===== src/rtl/bs_pkg.sv =====
package bs_pkg;
  typedef enum logic {PH_SYNC, PH_DATA} phase_e;
endpackage


===== src/rtl/bs_edge_sync.sv =====
module bs_edge_sync #(
  parameter int STAGES = 2
) (
  input  logic clk_i,
  input  logic rst_ni,
  input  logic async_i,
  output logic rise_o
);
  logic [STAGES:0] sh_q;

  always_ff @(posedge clk_i or negedge rst_ni) begin
    if (!rst_ni) sh_q <= '0;
    else         sh_q <= {sh_q[STAGES-1:0], async_i};
  end

  assign rise_o = sh_q[STAGES-1] & ~sh_q[STAGES];
endmodule


===== src/rtl/bs_slot_ctrl.sv =====
module bs_slot_ctrl
  import bs_pkg::*;
#(
  parameter int SYNC_PULSES = 9,
  parameter int DATA_W      = 8,
  localparam int CNT_MAX    = (SYNC_PULSES > DATA_W) ? SYNC_PULSES : DATA_W + 1,
  localparam int CNT_W      = $clog2(CNT_MAX),
  localparam int IDX_W      = (DATA_W > 1) ? $clog2(DATA_W) : 1
) (
  input  logic             clk_i,
  input  logic             rst_ni,
  input  logic             active_i,
  input  logic             rise_i,
  output logic             in_sync_o,
  output logic             bit_en_o,
  output logic [IDX_W-1:0] bit_idx_o,
  output logic             byte_done_o
);
  phase_e           phase_q;
  logic [CNT_W-1:0] cnt_q;
  logic             step;

  assign step        = rise_i & active_i;
  assign in_sync_o   = (phase_q == PH_SYNC);
  assign bit_en_o    = step & (phase_q == PH_DATA) & (cnt_q < CNT_W'(DATA_W));
  assign byte_done_o = step & (phase_q == PH_DATA) & (cnt_q == CNT_W'(DATA_W));
  assign bit_idx_o   = IDX_W'(DATA_W - 1 - int'(cnt_q));

  always_ff @(posedge clk_i or negedge rst_ni) begin
    if (!rst_ni) begin
      phase_q <= PH_SYNC;
      cnt_q   <= '0;
    end else if (!active_i) begin
      phase_q <= PH_SYNC;
      cnt_q   <= '0;
    end else if (rise_i) begin
      if (phase_q == PH_SYNC) begin
        if (cnt_q == CNT_W'(SYNC_PULSES - 1)) begin
          phase_q <= PH_DATA;
          cnt_q   <= '0;
        end else begin
          cnt_q <= cnt_q + 1'b1;
        end
      end else if (cnt_q == CNT_W'(DATA_W)) begin
        cnt_q <= '0;
      end else begin
        cnt_q <= cnt_q + 1'b1;
      end
    end
  end

  // data phase never goes past the don't-care slot
  p_slot_range_r5: assert property (@(posedge clk_i) disable iff (!rst_ni)
    (phase_q == PH_DATA) |-> (cnt_q <= CNT_W'(DATA_W)));
endmodule


===== src/rtl/bs_addr_ctr.sv =====
module bs_addr_ctr #(
  parameter int ADDR_W = 7,
  parameter int DEPTH  = 128
) (
  input  logic              clk_i,
  input  logic              rst_ni,
  input  logic              inc_i,
  output logic [ADDR_W-1:0] addr_o
);
  localparam logic [ADDR_W-1:0] LastAddr = ADDR_W'(DEPTH - 1);

  always_ff @(posedge clk_i or negedge rst_ni) begin
    if (!rst_ni)    addr_o <= '0;
    else if (inc_i) addr_o <= (addr_o == LastAddr) ? '0 : addr_o + 1'b1;
  end
endmodule


===== src/rtl/byte_stream_tx.sv =====
module byte_stream_tx #(
  parameter int ADDR_W      = 7,
  parameter int DEPTH       = 128,
  parameter int DATA_W      = 8,
  parameter int SYNC_PULSES = 9,
  parameter int SYNC_STAGES = 2,
  localparam int IDX_W      = (DATA_W > 1) ? $clog2(DATA_W) : 1
) (
  input  logic              clk_i,
  input  logic              rst_ni,
  input  logic              tclk_i,
  input  logic              mode_en_i,
  input  logic              bus_clk_hi_i,
  output logic [ADDR_W-1:0] rd_addr_o,
  input  logic [DATA_W-1:0] rd_data_i,
  output logic              sd_o,
  output logic              sd_oe_o
);
  logic             active, rise, in_sync, bit_en, byte_done;
  logic [IDX_W-1:0] bit_idx;
  logic             sd_q, oe_q;

  assign active = mode_en_i & bus_clk_hi_i;

  bs_edge_sync #(.STAGES(SYNC_STAGES)) u_sync (
    .clk_i, .rst_ni, .async_i(tclk_i), .rise_o(rise)
  );

  bs_slot_ctrl #(.SYNC_PULSES(SYNC_PULSES), .DATA_W(DATA_W)) u_slot (
    .clk_i, .rst_ni, .active_i(active), .rise_i(rise),
    .in_sync_o(in_sync), .bit_en_o(bit_en), .bit_idx_o(bit_idx),
    .byte_done_o(byte_done)
  );

  bs_addr_ctr #(.ADDR_W(ADDR_W), .DEPTH(DEPTH)) u_addr (
    .clk_i, .rst_ni, .inc_i(byte_done), .addr_o(rd_addr_o)
  );

  always_ff @(posedge clk_i or negedge rst_ni) begin
    if (!rst_ni) begin
      sd_q <= 1'b1;
      oe_q <= 1'b0;
    end else if (!active) begin
      oe_q <= 1'b0;
    end else if (bit_en) begin
      sd_q <= rd_data_i[bit_idx];
      oe_q <= 1'b1;
    end else if (byte_done) begin
      oe_q <= 1'b0;
    end
  end

  // exit releases the pin without waiting for a clock edge
  assign sd_o    = sd_q;
  assign sd_oe_o = oe_q & active;

  p_addr_step_r6: assert property (@(posedge clk_i) disable iff (!rst_ni)
    byte_done |=> (rd_addr_o == (($past(rd_addr_o) == ADDR_W'(DEPTH - 1)) ?
                                 '0 : $past(rd_addr_o) + 1'b1)));

  p_addr_hold_r9: assert property (@(posedge clk_i) disable iff (!rst_ni)
    !byte_done |=> $stable(rd_addr_o));

  p_sync_hiz_r2: assert property (@(posedge clk_i) disable iff (!rst_ni)
    in_sync |-> !sd_oe_o);

  p_reentry_hiz_r9: assert property (@(posedge clk_i) disable iff (!rst_ni)
    $rose(active) |-> !sd_oe_o);

  p_sd_stable_r10: assert property (@(posedge clk_i) disable iff (!rst_ni)
    !bit_en |=> $stable(sd_o));
endmodule


===== config.mk =====
export PLATFORM = sky130hd
export DESIGN_NAME = byte_stream_tx
export DESIGN_NICKNAME = d
export VERILOG_FILES = /design/src/rtl/bs_pkg.sv /design/src/rtl/bs_edge_sync.sv /design/src/rtl/bs_slot_ctrl.sv /design/src/rtl/bs_addr_ctr.sv /design/src/rtl/byte_stream_tx.sv
export SDC_FILE = /design/constraint.sdc
export NUM_CORES = 1
export LEC_CHECK = 0
export ABC_AREA = 1
export BUFFER_PORTS_ARGS = -buffer_cell sky130_fd_sc_hd__buf_4
export CAP_MARGIN = 20
export CORE_MARGIN = 8
export CORE_UTILIZATION = 32
export CTS_CLUSTER_DIAMETER = 120
export DETAILED_ROUTE_END_ITERATION = 10
export GPL_ROUTABILITY_DRIVEN = 0
export GPL_TIMING_DRIVEN = 1
export PLACE_DENSITY = 0.61
export SYNTH_ARGS = -nofsm -noshare
export SYNTH_HDL_FRONTEND = slang
export SYNTH_SLANG_ARGS = --single-unit

===== constraint.sdc =====
create_clock -name clk_i -period 1.75 [get_ports clk_i]
set_clock_uncertainty 0.15 [all_clocks]
set_input_delay 0.4375 -clock clk_i [delete_from_list [all_inputs] [get_ports clk_i]]
set_output_delay 0.4375 -clock clk_i [all_outputs]
set_load 0.01 [all_outputs]

==> flow_summary_export.csv <==
group,metric,value,unit
outcome,status,"finished clean",
placement,postPlaceCellArea,1160,um2
clocking,clk_pin_slew,100,ps
floorplanning,row_count,20,
global_route,overflow,0,
placement,dp_hpwl,1600,um
critical_path,rr_worst_depth,6,
critical_path,cpPeakStageDelay,540,ps
critical_path,crit_buf_inv,1,
timing,fin_crit,1530,ps
critical_path,end_kind,"output port",
critical_path,cp_max_fo,2,
yosys,async_flop_share,1.00,
yosys,ys.flop_type,"dfrtp_1",
clocking,cts_tree,"yes",
timing,hold_violations,0,
timing,hold-worst-slack,101,ps
power,ir_worst_vdd,0.320,mV
timing,layout_setup_ws,222,ps
timing,tns,0,ps
critical_path,slowest_stage,"dfstp_2",
yosys,ys_warn_count,0,
yosys,synth-seq-cells,17,
layout,fillerInstances,320,
clocking,cts_sinks,17,
layout,area_growth_syn_to_layout,24.6,%
floorplanning,start_util,0.325,
power,p_per_area,552,nW/um2
critical_path,crit_chain,"buf_4",
routing,num_vias,822,
layout,num-nets-final,158,
yosys,synth_edf_count,0,
floorplanning,dieHeight,70.8,um
placement,preCtsSetupSlack,281,ps
clocking,post_cts_buffers,0,
global_route,grt_util_all_layers,0.0890,
yosys,synthCells,116,
critical_path,cp.arrival,940,ps
floorplanning,die_x,70.8,um
routing,drt_iter0_markers,52,
critical_path,start_kind,"flop",
clocking,clock_latency,280,ps
power,internal-power,509,uW
timing,rsz0062_at_grt,"no",
routing,wl,1990,um
critical_path,cp_num_cells,1,
timing,max_freq,0.655,GHz
worst_hold_path,holdCritPathClass,"in -> reg",
routing,ant_nets,0,
placement,dpl.cell_count,170,
clocking,ctsLongestPathBuffers,2,
power,p_switching,152,uW
power,leakage,0.650,nW
yosys,syn_area_per_cell,8.27,um2
routing,drc,0,
global_route,grt_pass1_vias,874,
critical_path,critPathKind,"reg -> out",
layout,multi_input_area,474,um2
worst_hold_path,hold_path_depth,1,
layout,stdcell_area,1200,um2
floorplanning,core-area,2950,um2
power,combPwrFrac,0.083,
power,seq_power_share,0.606,
timing,finalSetupViolCount,0,
global_route,grt_pass1_wl,3770,um
clocking,cts-root-buf,"clkbuf_4",
placement,port_buffers,21,
yosys,syn-num-nets,131,
critical_path,crit_family,"flip-flops",
timing,drv_slew,0,
routing,drt-vias-per-instance,4.70,
power,power_frac_clock,0.312,
layout,antennaDiodeCount,0,
power,swShare,0.230,
timing,fin_crit_sh,0.873,
job,cap_violations,0,
floorplanning,die-area,5010,um2
yosys,yosys.area.top_type,"dfrtp_1",
layout,regArea,427,um2
timing,tightest_slew,245,ps
global_route,grt_max_degree,18,
yosys,synth_top_area_frac,0.417,
yosys,synthTopCellsByArea,"dfrtp_1 42%, nand2_1 16%, nand3_1 7.3%",
critical_path,cp.required,1160,ps
yosys,syn_area,960,um2
power,power.total,661,uW
routing,firstDrtPassIters,2,
floorplanning,io_pins,22,
layout,post-route-util,0.405,
global_route,antenna_found_initial,0,
routing,avgRoutedWirePerCell,11.4,um
yosys,ys_seq_area_frac,0.445,
yosys,synth.distinct_cells,21,
clocking,htreeDepth,1,
timing,max-slew-margin-rel,0.837,
layout,drive_above_1_share,0.275,
clocking,cts_buffers,3,
layout,finalNonFillerCells,175,
[power groups by stage]
stage                     combinational (mW)  clock, mW  sequential, mW
final                                 0.0546      0.206           0.400
after global routing                  0.0626      0.235           0.401
after CTS                             0.0566      0.216           0.400
after detailed placement              0.0547          0           0.408
after global placement                0.0532          0           0.408
after floorplan                       0.0221          0           0.407
[area by class of cell]
class | count | area share
clock buffers | 3 | 0.0188
repair buffers | 22 | 0.140
flip-flops and latches | 17 | 0.357
well taps | 33 | 0.0345
multi-input cells | 84 | 0.396
inverters | 15 | 0.0492
clock inverters | 1 | 0.00418
[layer usage]
layer  track usage  vias to the layer above  wire [um]
met3        0.0254                        4        134
li1              -                      419          -
met5             0                        -          0
met2         0.148                       19        937
met4        0.0346                        0         19
met1         0.105                      380        899
[worst reg2reg max path, stage by stage (launching register included)]
cell and delay (ps):
dfrtp_1 450, ha_1 260, nand2_1 70, nor2_1 160, nand2_1 120, nand2_1 70
o21ai_0 80
[cell usage in the layout, fill, tap and decap left out, types with 2 or more instances in the layout]
cell and instances:
buf_4 21, clkbuf_4 3, dfrtp_1 16, ha_1 2, inv_1 11, inv_2 3, nand2_1 40, nand2_2 3
nand2_4 2, nand3_1 14, nor2_1 5, nor2_8 2, o21ai_0 4, xnor2_1 3, xor2_1 3
[state kept, by name, indices dropped and copies added (netlist names)]
signal          cells
u_slot.phase_q      1
sd_o                1
u_slot.cnt_q        4
oe_q                1
u_sync.sh_q         3
u_addr.addr_o       7
[worst paths after layout]
check | from | end | slack, ps
setup / recovery | sd_o$_DFFE_PN1P_ | sd_o | 220
hold / removal | tclk_i | u_sync.sh_q[0]$_DFF_PN0_ | 100
setup reg to reg | u_addr.addr_o[0]$_DFFE_PN0P_ | u_addr.addr_o[0]$_DFFE_PN0P_ | 260
hold reg to reg | u_sync.sh_q[0]$_DFF_PN0_ | u_sync.sh_q[1]$_DFF_PN0_ | 210
max in group asynchronous | rst_ni | sd_o$_DFFE_PN1P_ | 820
min in group asynchronous | rst_ni | u_addr.addr_o[5]$_DFFE_PN0P_ | 380
[kinds of logic (layout without fill, tap and decap cells)]
| kind of cell | after synthesis | count (layout) | share of synthesized area |
|---|---|---|---|
| buf+inv | 15 | 41 | 0.0613 |
| flops | 17 | 17 | 0.445 |
| xor+xnor | 6 | 6 | 0.0548 |
| compound gates | 7 | 7 | 0.0417 |
| fa+ha+maj | 2 | 2 | 0.0261 |
| simple gates | 69 | 69 | 0.372 |
[cell usage after synthesis, types with 2 or more instances]
| cell | instances |
|---|---|
| o21ai_0 | 4 |
| nand2_2 | 3 |
| nor2_8 | 2 |
| nor2_1 | 5 |
| nand2_4 | 2 |
| ha_1 | 2 |
| dfrtp_1 | 16 |
| nand2_1 | 40 |
| xnor2_1 | 3 |
| inv_1 | 11 |
| nand3_1 | 14 |
| xor2_1 | 3 |
| inv_2 | 3 |
[what timing repair did]
item	4_1_cts	5_1_grt
setup endpoints to repair	0	0
endpoints found under the hold margin	16	0
gates resized for setup	0	0
hold buffers	1	0
No activity file was read; power rests on OpenSTA's default activity.
